File: config.mk
export PLATFORM = sky130hd
export DESIGN_NAME = evt_timer3
export DESIGN_NICKNAME = d
export VERILOG_FILES = /design/src/rtl/evt_timer3.sv
export SDC_FILE = /design/constraint.sdc
export NUM_CORES = 1
export LEC_CHECK = 0
export BUFFER_PORTS_ARGS = -buffer_cell sky130_fd_sc_hd__buf_4
export CORE_ASPECT_RATIO = 1.2
export CORE_MARGIN = 5
export CORE_UTILIZATION = 55
export DETAILED_ROUTE_END_ITERATION = 6
export PLACE_DENSITY_LB_ADDON = 0.2
export RECOVER_POWER = 50
export SYNTH_ARGS = -nofsm -noshare
export SYNTH_HDL_FRONTEND = slang
export SYNTH_SLANG_ARGS = --single-unit
File: constraint.sdc
create_clock -name clk -period 2.4 [get_ports clk]
set_clock_uncertainty 0.1 [all_clocks]
set_input_delay 0.36 -clock clk [delete_from_list [all_inputs] [get_ports clk]]
set_output_delay 0.36 -clock clk [all_outputs]
set_load 0.02 [all_outputs]
File: src/rtl/evt_timer3.sv
module evt_timer3 #(
  parameter int DIV_W = 8,
  parameter int CNT_W = 4,
  parameter int AW    = 4,
  parameter logic [AW-1:0] CTL_ADDR = 4'h0,
  parameter logic [AW-1:0] DIV_BASE = 4'hA,
  parameter logic [AW-1:0] CNT_BASE = 4'hD
) (
  input  logic             clk,
  input  logic             rst_n,
  input  logic             tick_slow,
  input  logic             tick_fast,
  input  logic             wr_en,
  input  logic [AW-1:0]    wr_addr,
  input  logic [DIV_W-1:0] wr_data,
  input  logic             rd_en,
  input  logic [AW-1:0]    rd_addr,
  output logic [CNT_W-1:0] rd_data
);
  localparam int NCH = 3;

  logic [NCH-1:0]            en_q;
  logic [NCH-1:0][DIV_W-1:0] div_q;
  logic [NCH-1:0][DIV_W-1:0] rem_q;
  logic [NCH-1:0][CNT_W-1:0] cnt_q;

  wire ctl_wr = wr_en && (wr_addr == CTL_ADDR);

  always_ff @(posedge clk or negedge rst_n)
    if (!rst_n)      en_q <= '0;
    else if (ctl_wr) en_q <= wr_data[NCH-1:0];

  for (genvar ch = 0; ch < NCH; ch++) begin : g_ch
    wire             tick   = ((ch == NCH-1) ? tick_fast : tick_slow) && en_q[ch];
    wire             div_wr = wr_en && (wr_addr == DIV_BASE + AW'(ch));
    wire             rise   = ctl_wr && wr_data[ch] && !en_q[ch];
    wire             rd_hit = rd_en && (rd_addr == CNT_BASE + AW'(ch));
    wire [DIV_W-1:0] dec    = rem_q[ch] - 1'b1;
    wire             load   = div_wr && (rem_q[ch] == '0);
    wire             expire = tick && !load && (dec == '0);

    always_ff @(posedge clk or negedge rst_n)
      if (!rst_n) begin
        div_q[ch] <= '0;
        rem_q[ch] <= '0;
        cnt_q[ch] <= '0;
      end else begin
        if (div_wr) div_q[ch] <= wr_data;
        if (rise)      rem_q[ch] <= div_q[ch];
        else if (load) rem_q[ch] <= wr_data;
        else if (tick) rem_q[ch] <= expire ? div_q[ch] : dec;
        if (rise) cnt_q[ch] <= '0;
        else      cnt_q[ch] <= (rd_hit ? '0 : cnt_q[ch]) + CNT_W'(expire);
      end
  end

  always_comb begin
    rd_data = '0;
    for (int ch = 0; ch < NCH; ch++)
      if (rd_en && rd_addr == CNT_BASE + AW'(ch)) rd_data = cnt_q[ch];
  end
endmodule


==> flow_metrics.tcl, run 1 <==
set metrics [dict create \
    outcome "finished, violations left" \
    failed_checks "max-capacitance violations, max-slew violations" \
    worst_pin_slew_ns 1.562 \
    chipWidth_microns 86.75 \
    num_antenna_cells 0 \
    p_leak_uw 0.002126 \
    period_minus_slack_ns 2.394 \
    syn_area_per_cell_sq_um 9.436 \
    seq_area_sq_um 1578 \
    synth-seq-area-share 0.4055 \
    synth.largest_area_cell "dfrtp_1" \
    synth_top_area_frac 0.4055 \
    initial_core_util 0.5672 \
    wirelength_mm 9.781 \
    cp_slowest_stage_delay_ns 0.43 \
    wl_per_cell_microns 17.43 \
    synth_warnings 0 \
    gr-total-overflow 0 \
    syn-num-nets 447 \
    setup_slack_ns 0.006206 \
    async_flop_share 1.000 \
    power_density_nw_per_um2 908.4 \
    crit_slowest_cell "o41a_1" \
    yosysMostFrequentCell "dfrtp_1" \
    cp-start-kind "register" \
    multi_input_area_sq_um 2345 \
    syn_area_sq_um 3887 \
    ios 26 \
    drive_gt1_frac 0.2869 \
    syn-instance-count 412 \
    period_share 0.9974 \
    via_per_inst 6.059 \
    worst_ep_arrival_time_ns 2.54 \
    max_freq_mhz 417.7 \
    crit_required_ns 2.55 \
    drv_slew 64 \
    crit_fanout 4 \
    core_sq_um 6854 \
    cts_buffer_depth 2 \
    crit_path_end_kind "register" \
    ys_top_cells_by_count "dfrtp_1 (63), nand2_1 (54), nor2_1 (34)" \
    antenna_found_initial 0 \
    gp_congestion 0.9354 \
    ant_nets 0 \
    drv_cap 1 \
    place_ws_ns 0.06637 \
    clock_latency_ns 0.34 \
    clk_pin_slew_ns 0.07 \
    clock_sinks 63 \
    n_fill_cell 551 \
    irDropWorstVdd_mv 0.4878 \
    cts_buffers 9 \
    synthTopCellsByArea "dfrtp_1 (41%), mux2_2 (5.5%), nand2_1 (5.2%)" \
    drt_iter0_drc 197 \
    ys_seq_elements 63 \
    slew_headroom -0.04134 \
    grt_max_degree 64 \
    drtPass1Iterations 5 \
    setup_violations 0 \
    h-tree-depth 3 \
    synth-edff-count 0 \
    area_growth_pct 21.92 \
    hold_class "input pin to register" \
    ys.flop_type "dfrtp_1" \
    dieArea_sq_um 8856 \
    die_h_microns 102.1 \
    first_global_vias 3312 \
    cts_tree "yes" \
    root_buffer "clkbuf_8" \
    final_cells 561 \
    dp.cells 542 \
    grt_setup_unrepaired "yes" \
    ys_types 70 \
    hpwl_mm 7.146 \
    hold_ws_ns 0.1914 \
    path_cells "or3_4, o41a_1, a21oi_2, and4_4, ha_4, nand3_2, xor2_1, nor3_1" \
    grt_pass1_wl_mm 15.83 \
    grt.total_usage 0.2277 \
    hold_violations 0 \
    power_uw 4305 \
    finalNetCount 505 \
    path_class "register to register" \
    std_cell_rows 33 \
    drc_errors 0 \
    numPortBuffers 25 \
    vias 3399 \
]
## final timing paths
path / slack [ns] / cells past startpoint / from / to
max: 0.006 / 8 / rem_q[3] / cnt_q[3]
min: 0.19 / 3 / wr_data[4] / div_q[12]
max reg2reg: 0.006 / 8 / rem_q[3] / cnt_q[3]
min reg2reg: 0.38 / 2 / div_q[14] / div_q[14]
max in group asynchronous: 0.85 / 1 / rst_n / rem_q[16]
min in group asynchronous: 0.30 / 1 / rst_n / cnt_q[9]
## placed cells by master (no fill, tap or decap), drive strengths merged, types with 5 or more instances in the layout
master	synthesis	layout
nor3b	8	8
nor3	12	12
nand3	17	17
a31oi	9	9
nor2b	12	12
nor4b	5	5
buf	6	60
ha	13	13
inv	8	8
clkbuf	8	12
a21oi	10	10
nand2	54	54
o211ai	6	6
nor2	35	35
mux2i	5	5
dfrtp	63	63
and3	5	5
xor2	8	8
o21ai	24	24
xnor2	11	11
and2	11	11
mux2	20	20
o22ai	8	8
## per-stage QoR
step           instance area (sq um)  setup TNS, ns    util
6_report                        4740              0  0.6915
5_1_grt                         4740        -0.1770  0.6915
4_1_cts                         4589              0  0.6696
3_5_place_dp                    4378              0  0.6387
3_3_place_gp                    4378              0  0.6387
2_1_floorplan                   3913              0       -
## where the power goes
group	total, uW	internal (uW)	leakage (uW)	switching, uW
clock network	1000	604	0.000109	396
logic	1670	863	0.00124	808
registers	1630	1340	0.000778	297
total	4310	2800	0.00213	1500
## layer usage
layer	vias to the layer above	GRT usage	share of wire
met1	1662	0.2871	0.42
li1	1601	-	-
met4	0	0.09592	0.022
met3	25	0.03468	0.057
met2	111	0.3893	0.50
met5	-	0	0
## state kept, by name (all words and copies together), names as in the netlist
signal	count
div_q	24
rem_q	24
cnt_q	12
en_q	3
## logic make-up after synthesis
kind of cell	Yosys count	synth area share
xor+xnor	19	0.04281
simple gates	188	0.2736
mux	25	0.07081
flops	63	0.4055
compound gates	82	0.1394
buf+inv	22	0.02607
fa+ha+maj	13	0.04184
## cell type report
type,instances,area share
Timing Repair Buffer,61,0.09847
Multi-Input combinational cell,327,0.4947
Clock inverter,4,0.01478
Clock buffer,11,0.02983
Inverter,8,0.006336
Sequential cell,63,0.3329
Tap cell,87,0.02297
## critical path, delay by kind of cell (launching register included)
kind            cells  cell delay [ns]
compound gates      2             0.58
xor+xnor            1             0.14
fa+ha+maj           1             0.14
flops               1             0.38
simple gates        4             0.95
## repair_timing
item                                    4_1_cts  5_1_grt
hold buffers                                  0        0
buffers inserted                              0        4
resized for setup                             0       29
endpoints found under the setup margin        0       20
No activity file was read; power rests on OpenSTA's default activity.
==> run 2, diff against run 1 <==
--- a/config.mk
+++ b/config.mk
@@ -5,11 +5,12 @@
 export SDC_FILE = /design/constraint.sdc
 export NUM_CORES = 1
 export LEC_CHECK = 0
-export BUFFER_PORTS_ARGS = -buffer_cell sky130_fd_sc_hd__buf_4
+export BUFFER_PORTS_ARGS = -buffer_cell sky130_fd_sc_hd__buf_2
 export CORE_ASPECT_RATIO = 1.2
 export CORE_MARGIN = 5
 export CORE_UTILIZATION = 55
 export DETAILED_ROUTE_END_ITERATION = 6
+export GPL_ROUTABILITY_DRIVEN = 0
 export PLACE_DENSITY_LB_ADDON = 0.2
 export RECOVER_POWER = 50
 export SYNTH_ARGS = -nofsm -noshare
==> constraint.sdc (replaced) <==
create_clock -name clk -period 2.4 [get_ports clk]
set_clock_uncertainty 0.1 [all_clocks]
set_input_delay 0.36 -clock clk [delete_from_list [all_inputs] [get_ports clk]]
set_output_delay 0.36 -clock clk [all_outputs]
set_load 0.1 [all_outputs]
==> run 2 against run 1 <==
Against the previous run: via count is 1.3% lower; the flow still finishes with violations (max-capacitance violations, max-slew violations); die area stayed put; highest routed layer unchanged; core utilization is 1.2 points lower; non-clock buffer count stayed put; combinational power is 9.6% lower; largest power group is now sequential cells.
==> flow_metrics.tcl, run 2 (synthesis results as in run 1) <==
set metrics [dict create \
    outcome "finished, violations left" \
    failed_checks "max-capacitance violations, max-slew violations" \
    num_antenna_cells 0 \
    clock_latency_ns 0.34 \
    path_class "register to register" \
    core_sq_um 6854 \
    setup_tns_ns 0 \
    numPortBuffers 25 \
    finalNetCount 505 \
    power_density_nw_per_um2 877.7 \
    first_global_vias 3324 \
    drtPass1Iterations 4 \
    cts_buffer_depth 2 \
    path_common_cell "ha_4" \
    drt_iter0_drc 175 \
    ant_nets 0 \
    wl_per_cell_microns 17.26 \
    dieArea_sq_um 8856 \
    irDropWorstVdd_mv 0.5599 \
    period_minus_slack_ns 2.326 \
    crit_slowest_cell "or4_2" \
    mostFrequentLayoutCell "dfrtp_1" \
    hold_ws_ns 0.2191 \
    clk_pin_slew_ns 0.06 \
    via_per_inst 5.982 \
    grt_max_degree 64 \
    antenna_found_initial 0 \
    wirelength_mm 9.684 \
    dp.cells 541 \
    cp_slowest_stage_delay_ns 0.60 \
    area_growth_pct 19.89 \
    ios 26 \
    path_cells "inv_1, ha_4, or4_2, o211ai_1, and4_4, ha_4, ha_1, nor2b_1" \
    grt_setup_unrepaired "yes" \
    hold_class "input pin to register" \
    p_leak_uw 0.002113 \
    power_uw 4091 \
    drive_gt1_frac 0.2637 \
    final_cells 561 \
    drv_cap 1 \
    gr-total-overflow 0 \
    crit_path_end_kind "register" \
    period_share 0.9692 \
    die_h_microns 102.1 \
    initial_core_util 0.5672 \
    cts_tree "yes" \
    cts_buffers 9 \
    crit_required_ns 2.53 \
    worst_ep_arrival_time_ns 2.45 \
    vias 3356 \
    std_cell_rows 33 \
    h-tree-depth 3 \
    drc_errors 0 \
    crit_fanout 2 \
    final_cell_mix "dfrtp_1 (63), nand2_1 (54), buf_4 (34), nor2_1 (33), buf_2 (21)" \
    worst_pin_slew_ns 1.560 \
    clock_sinks 63 \
    max_freq_mhz 429.9 \
    drv_slew 64 \
    r2r_slack_ns 0.07 \
    slew_headroom -0.04009 \
    cp-start-kind "register" \
    hold_violations 0 \
    hpwl_mm 6.944 \
    grt_pass1_wl_mm 15.94 \
    chipWidth_microns 86.75 \
    root_buffer "clkbuf_8" \
    grt.total_usage 0.2321 \
    largestRegisters "div_q: 24 flops, rem_q: 24 flops, cnt_q: 12 flops" \
    setup_violations 0 \
]
[run 2: timing repair]
item                                    4_1_cts  5_1_grt
endpoints found under the setup margin        0       20
buffers inserted                              0        4
hold endpoints to repair                     63        0
hold buffers                                  1        0
resized for setup                             0        9
[run 2: critical path: cells and delay by family (launching register included)]
kind | cells | cell delay [ns]
flops | 1 | 0.37
fa+ha+maj | 3 | 0.51
compound gates | 1 | 0.14
simple gates | 3 | 1.02
buf+inv | 1 | 0.09
[run 2: metrics by stage]
step	area [sq um]	worst slack, ns	utilization
3_5_place_dp	4395	0.03782	0.6413
2_1_floorplan	3928	0.002764	-
3_3_place_gp	4395	0.09722	0.6413
4_1_cts	4603	0.02616	0.6716
6_report	4661	0.07397	0.6800
5_1_grt	4661	-0.05711	0.6800
[run 2: per-layer routing]
| layer | GRT usage | up-vias | share of wire |
|---|---|---|---|
| li1 | - | 1606 | - |
| met1 | 0.2848 | 1651 | 0.42 |
| met2 | 0.4052 | 80 | 0.51 |
| met3 | 0.03145 | 19 | 0.050 |
| met4 | 0.1043 | 0 | 0.022 |
| met5 | 0 | - | 0 |
[run 2: layout make-up]
cell class | count | area, sq um
Inverter | 8 | 30.03
Clock buffer | 12 | 155.1
Timing Repair Buffer | 61 | 455.4
Multi-Input combinational cell | 327 | 2292
Fill cell | 557 | 2193
Sequential cell | 63 | 1577
Clock inverter | 3 | 42.54
Tap cell | 87 | 108.9
[run 2: path summary, 6_finish.rpt]
check / start / endpoint / cells after the start
min in group asynchronous: rst_n / cnt_q[7] / 3
worst min register to register: div_q[15] / div_q[15] / 2
worst min-delay path: wr_data[7] / div_q[15] / 3
worst max-delay path: rem_q[1] / cnt_q[1] / 8
worst max register to register: rem_q[1] / cnt_q[1] / 8
max in group asynchronous: rst_n / rem_q[11] / 3
[run 2: power by group]
group | switching, uW | total, uW | leakage, uW | internal [uW]
sequential | 316 | 1650 | 0.000779 | 1340
combinational | 736 | 1510 | 0.00123 | 775
clock | 399 | 929 | 0.0000985 | 529
total | 1450 | 4090 | 0.00211 | 2640
